$ cat src/rtl/evt_dac_pkg.sv
package evt_dac_pkg;

  typedef enum logic {
    TGT_DATA = 1'b0,
    TGT_BUF  = 1'b1
  } wr_tgt_e;

  // Qualifying edge of a synchronized level; inv selects the falling edge.
  function automatic logic edge_hit(input logic prev, input logic cur, input logic inv);
    return inv ? (prev & ~cur) : (~prev & cur);
  endfunction

endpackage

$ cat src/rtl/evt_edge_sync.sv
module evt_edge_sync #(
  parameter int STAGES = 2
) (
  input  logic clk,
  input  logic rst,
  input  logic async_in,
  input  logic inv,
  input  logic en,
  output logic trig
);
  import evt_dac_pkg::*;

  logic [STAGES-1:0] sync_q;
  logic              prev_q;

  always_ff @(posedge clk) begin
    if (rst) begin
      sync_q <= '0;
      prev_q <= 1'b0;
    end else begin
      sync_q <= {sync_q[STAGES-2:0], async_in};
      prev_q <= sync_q[STAGES-1];
    end
  end

  assign trig = en & edge_hit(prev_q, sync_q[STAGES-1], inv);

endmodule

$ cat src/rtl/evt_startup_timer.sv
module evt_startup_timer #(
  parameter int CYCLES = 8
) (
  input  logic clk,
  input  logic rst,
  input  logic en,
  output logic done
);
  localparam int CW = $clog2(CYCLES + 1);

  logic [CW-1:0] cnt_q;

  always_ff @(posedge clk) begin
    if (rst || !en) begin
      cnt_q <= '0;
    end else if (cnt_q != CW'(CYCLES)) begin
      cnt_q <= cnt_q + 1'b1;
    end
  end

  assign done = (cnt_q == CW'(CYCLES));

endmodule

$ cat src/rtl/evt_dac_channel.sv
module evt_dac_channel #(
  parameter int DW = 12
) (
  input  logic          clk,
  input  logic          rst,
  input  logic          trig,
  input  logic          ready,
  input  logic          started,
  input  logic          ie,
  input  logic          oe,
  input  logic          wr_buf,
  input  logic          wr_dat,
  input  logic [DW-1:0] wr_data,
  output logic [DW-1:0] data,
  output logic          conv_start,
  output logic          empty_evt
);
  logic [DW-1:0] buf_q;
  logic [DW-1:0] data_q;
  logic          pend_q;
  logic          empty_q;
  logic          cs_q;
  logic          ev_q;
  logic          want;
  logic          go;
  logic          empty_nxt;

  assign want      = trig | pend_q;
  assign go        = want & ready;
  assign empty_nxt = wr_buf ? 1'b0 : (go ? 1'b1 : empty_q);

  always_ff @(posedge clk) begin
    if (rst) begin
      buf_q   <= '0;
      data_q  <= '0;
      pend_q  <= 1'b0;
      empty_q <= 1'b1;
      cs_q    <= 1'b0;
      ev_q    <= 1'b0;
    end else begin
      pend_q  <= want & ~ready;
      cs_q    <= go & started;
      empty_q <= empty_nxt;
      ev_q    <= oe & empty_nxt & ~empty_q;
      if (wr_buf) buf_q <= wr_data;
      if (go) begin
        data_q <= buf_q;
      end else if (wr_dat && !ie) begin
        data_q <= wr_data;
      end
    end
  end

  assign data       = data_q;
  assign conv_start = cs_q;
  assign empty_evt  = ev_q;

endmodule

$ cat src/rtl/evt_dac_ctrl.sv
module evt_dac_ctrl #(
  parameter int NCH         = 2,
  parameter int DW          = 12,
  parameter int SYNC_STAGES = 2,
  parameter int STARTUP_CYC = 8,
  localparam int CHW        = (NCH > 1) ? $clog2(NCH) : 1
) (
  input  logic              clk,
  input  logic              rst,
  input  logic [NCH-1:0]    ch_enable,
  input  logic [NCH-1:0]    start_ie,
  input  logic [NCH-1:0]    start_inv,
  input  logic [NCH-1:0]    empty_oe,
  input  logic [NCH-1:0]    start_evt,
  input  logic [NCH-1:0]    conv_ready,
  input  logic              wr_valid,
  input  logic [CHW-1:0]    wr_chan,
  input  logic              wr_to_buf,
  input  logic [DW-1:0]     wr_data,
  output logic [NCH*DW-1:0] active_data,
  output logic [NCH-1:0]    conv_start,
  output logic [NCH-1:0]    empty_evt,
  output logic [NCH-1:0]    startup_done
);
  import evt_dac_pkg::*;

  for (genvar i = 0; i < NCH; i++) begin : g_ch
    logic trig;
    logic hit;
    logic wr_b;
    logic wr_d;

    assign hit  = wr_valid && (wr_chan == CHW'(i));
    assign wr_b = hit && (wr_tgt_e'(wr_to_buf) == TGT_BUF);
    assign wr_d = hit && (wr_tgt_e'(wr_to_buf) == TGT_DATA);

    evt_edge_sync #(.STAGES(SYNC_STAGES)) u_sync (
      .clk      (clk),
      .rst      (rst),
      .async_in (start_evt[i]),
      .inv      (start_inv[i]),
      .en       (start_ie[i]),
      .trig     (trig)
    );

    evt_startup_timer #(.CYCLES(STARTUP_CYC)) u_tmr (
      .clk  (clk),
      .rst  (rst),
      .en   (ch_enable[i]),
      .done (startup_done[i])
    );

    evt_dac_channel #(.DW(DW)) u_chan (
      .clk        (clk),
      .rst        (rst),
      .trig       (trig),
      .ready      (conv_ready[i]),
      .started    (startup_done[i]),
      .ie         (start_ie[i]),
      .oe         (empty_oe[i]),
      .wr_buf     (wr_b),
      .wr_dat     (wr_d),
      .wr_data    (wr_data),
      .data       (active_data[i*DW +: DW]),
      .conv_start (conv_start[i]),
      .empty_evt  (empty_evt[i])
    );
  end

endmodule

$ cat config.mk
export PLATFORM = sky130hd
export DESIGN_NAME = evt_dac_ctrl
export DESIGN_NICKNAME = d
export VERILOG_FILES = /design/src/rtl/evt_dac_pkg.sv /design/src/rtl/evt_edge_sync.sv /design/src/rtl/evt_startup_timer.sv /design/src/rtl/evt_dac_channel.sv /design/src/rtl/evt_dac_ctrl.sv
export SDC_FILE = /design/constraint.sdc
export NUM_CORES = 1
export LEC_CHECK = 0
export BUFFER_PORTS_ARGS = -buffer_cell sky130_fd_sc_hd__clkbuf_2
export CORE_MARGIN = 5
export CORE_UTILIZATION = 57
export CTS_BUF_LIST = sky130_fd_sc_hd__clkbuf_8
export DETAILED_ROUTE_END_ITERATION = 7
export PLACE_DENSITY = 0.82
export SYNTH_ARGS = -nofsm -noshare
export SYNTH_HDL_FRONTEND = slang
export SYNTH_HIERARCHICAL = 1
export SYNTH_SLANG_ARGS = --single-unit
$ cat constraint.sdc
create_clock -name clk -period 1.6 [get_ports clk]
set_clock_uncertainty 0.05 [all_clocks]
set_input_delay 0.32 -clock clk [delete_from_list [all_inputs] [get_ports clk]]
set_output_delay 0.32 -clock clk [all_outputs]
set_load 0.01 [all_outputs]
==> impl_metrics.env <==
export IMPL_status="completed"
export IMPL_ys_seq_area_share_pct=46.6
export IMPL_crit_chain="inv_4 -> ha_4 -> and3b_2 -> buf_6"
export IMPL_cts_buffers=9
export IMPL_port_buffers=58
export IMPL_crit_fanout=2
export IMPL_drt_iter0_drc=198
export IMPL_cpPeakStageDelay_ns=0.37
export IMPL_cts_root_buf="clkbuf_8"
export IMPL_final_min_clock_period_ns=1.59
export IMPL_vias=2504
export IMPL_drive_above_1_share_pct=32.8
export IMPL_wl_per_cell_um=16.2
export IMPL_grt_pass1_wl_um=11800
export IMPL_grt_use_total_pct=23.2
export IMPL_crit_path_end_kind="primary output"
export IMPL_cts_sinks=70
export IMPL_fin_util_pct=73.2
export IMPL_path_delay_family="flip-flops"
export IMPL_route_detailed_drc=0
export IMPL_routed_via_density=5.59
export IMPL_core_rowCount=26
export IMPL_pin_count=59
export IMPL_maxCapViolCount=0
export IMPL_grt_pass1_vias=2524
export IMPL_setup_viol_count_final=0
export IMPL_cp_required_ns=1.23
export IMPL_fillers=371
export IMPL_start_util_pct=58.9
export IMPL_clock_latency_ns=0.34
export IMPL_area_growth_pct=24.2
export IMPL_htreeDepth=3
export IMPL_reg2reg_slack_ns=0.12
export IMPL_synth_seq_cells=70
export IMPL_worst_pin_slew_ns=0.468
export IMPL_place_hpwl_um=4650
export IMPL_path_buf_inv=2
export IMPL_antenna_found_initial=0
export IMPL_die_y_um=82.7
export IMPL_worstPathArrival_ns=1.22
export IMPL_powerDensity_nw_per_um2=1020
export IMPL_cp_slowest_cell="dfxtp_4"
export IMPL_ir_worst_vdd_mv=0.731
export IMPL_antenna_cells=0
export IMPL_grt_max_degree=28
export IMPL_syn_avg_cell_area_um2=9.84
export IMPL_dp_slack_ns=-0.00110
export IMPL_hold_viol=0
export IMPL_clk_path_buf_depth=2
export IMPL_synth_distinct_cells=30
export IMPL_p_leak_uw=0.00156
export IMPL_gp_congestion=0.780
export IMPL_rsz0062_at_grt="true"
export IMPL_start_kind="register"
export IMPL_fin_crit_sh_pct=99.3
export IMPL_die_w_um=82.7
export IMPL_layout_setup_ws_ns=0.0119
export IMPL_synth_area_um2=3010
export IMPL_postRouteAntennaNets=0
export IMPL_overflow=0
export IMPL_hold_path_class="primary input to register"
export IMPL_totalWireLength_um=7260
export IMPL_cts_tree="built"
export IMPL_critical_path_class="register to primary output"
export IMPL_clkTransAtPathRegs_ns=0.08
export IMPL_coreArea_um2=5110
export IMPL_fmax_ghz=0.630
export IMPL_cts_hold_buf=0
export IMPL_fin_nets=406
export IMPL_slew_headroom_pct=68.8
export IMPL_firstDrtPassIters=4
export IMPL_final_max_slew_viol_count=0
export IMPL_postSynthNetCount=339
export IMPL_syn_inst=306
export IMPL_yosysWarnings=6
export IMPL_die_area_um2=6840
-- metal layers --
metal / track usage [%] / vias to the layer above / share of wire (%)
li1: - / 1190 / -
met1: 27.7 / 1201 / 40
met2: 38.9 / 95 / 49
met3: 5.64 / 18 / 7.5
met4: 11.3 / 0 / 2.5
met5: 0 / - / 0
-- layout make-up --
cell class	instances	area [um2]	area share, %
well taps	70	87.6	2.34
clock inverters	5	81.3	2.18
flip-flops and latches	70	1410	37.7
multi-input cells	212	1480	39.6
repair buffers	76	513	13.7
inverters	4	17.5	0.469
clock buffers	11	151	4.05
-- cell usage after synthesis --
cell type | number | area share (%)
a311oi_1 | 12 | 3.5
a311oi_2 | 12 | 6.0
and2b_1 | 6 | 1.5
and2b_2 | 2 | 0.58
and3_2 | 1 | 0.25
and3b_1 | 4 | 1.2
buf_1 | 2 | 0.25
buf_2 | 10 | 1.7
buf_4 | 4 | 1.0
buf_6 | 4 | 1.5
dfxtp_1 | 70 | 47
ha_1 | 4 | 1.7
inv_1 | 4 | 0.50
mux2i_1 | 30 | 10
nand2_1 | 52 | 6.5
nand2b_1 | 2 | 0.42
nand3_1 | 2 | 0.33
nand3b_1 | 8 | 2.0
nand4b_1 | 2 | 0.58
nand4bb_1 | 2 | 0.75
nor2_1 | 52 | 6.5
nor2b_1 | 2 | 0.42
nor3_1 | 4 | 0.67
nor3b_1 | 2 | 0.50
nor3b_2 | 1 | 0.42
nor4b_4 | 2 | 1.6
o21ai_4 | 2 | 1.1
o21bai_1 | 2 | 0.50
or3b_1 | 4 | 1.2
xnor2_1 | 2 | 0.58
-- final timing paths --
| check | to | cells after the start | start |
|---|---|---|---|
| worst max-delay path | startup_done[1] | 4 | g_ch[1].u_tmr/cnt_q[0]$_SDFFE_PP0P_ |
| worst min-delay path | g_ch[1].u_sync/sync_q[0]$_SDFF_PP0_ | 2 | start_evt[1] |
| worst max register to register | g_ch[0].u_chan/data[7]$_SDFFE_PP0P_ | 6 | g_ch[0].u_sync/prev_q$_SDFF_PP0_ |
| worst min register to register | g_ch[1].u_sync/sync_q[1]$_SDFF_PP0_ | 1 | g_ch[1].u_sync/sync_q[0]$_SDFF_PP0_ |
-- where the power goes --
group	internal (uW)	leakage [uW]	total (uW)	switching, uW
clock	963	0.000116	1630	669
combinational	160	0.000874	348	188
sequential	1800	0.000571	1840	35.7
total	2920	0.00156	3820	893
-- through the flow --
step	hold WS [ns]	total power [uW]	setup TNS [ns]	instance area [um2]	std cells
global placement	0.363	2190	0	3420	426
CTS	0.108	3840	-0.000318	3720	448
detailed placement	0.375	2200	-0.00110	3420	426
finish	0.125	3820	0	3740	448
global route	0.112	3960	-0.0433	3740	448
floorplan	0.341	2050	0	3010	306
-- state kept, by name, indices dropped and copies added (netlist names) --
register and cells:
g_ch.u_chan/conv_start 2, g_ch.u_chan/data 24, g_ch.u_tmr/cnt_q 8, g_ch.u_chan/pend_q 2
g_ch.u_sync/sync_q 4, g_ch.u_chan/empty_evt 2, g_ch.u_chan/empty_q 2, g_ch.u_sync/prev_q 2
g_ch.u_chan/buf_q 24
-- placed cells by master, fill, tap and decap left out, types with 2 or more instances in the layout --
cell type	instances
a311oi_1	12
a311oi_2	12
and2b_1	6
and2b_2	2
and3b_1	2
and3b_2	2
buf_12	6
buf_4	12
buf_6	2
bufinv_16	2
clkbuf_2	56
clkbuf_8	11
dfxtp_1	66
dfxtp_2	3
ha_1	2
inv_2	3
mux2i_1	30
nand2_1	52
nand2b_1	2
nand3_1	2
nand3b_1	8
nand4b_1	2
nand4bb_1	2
nor2_1	52
nor2b_1	2
nor3_1	4
nor3b_1	2
nor4b_4	2
o21ai_4	2
o21bai_1	2
or3b_1	4
xnor2_1	2
-- what timing repair did --
item | CTS | global route
setup endpoints to repair | 2 | 2
setup buffers | 6 | 0
cloned | 0 | 0
resized for setup | 13 | 6
pin swaps | 1 | 1
-- logic make-up after synthesis --
| kind of cell | after synthesis | synth area share [%] |
|---|---|---|
| AO/OA/AOI/OAI | 28 | 11.1 |
| XOR/XNOR | 2 | 0.582 |
| adder cells (fa/ha/maj) | 4 | 1.66 |
| buffers and inverters | 24 | 4.90 |
| flip-flops | 70 | 46.6 |
| multiplexers | 30 | 9.98 |
| AND/OR/NAND/NOR | 148 | 25.3 |
(Power assumes the default switching activity.)
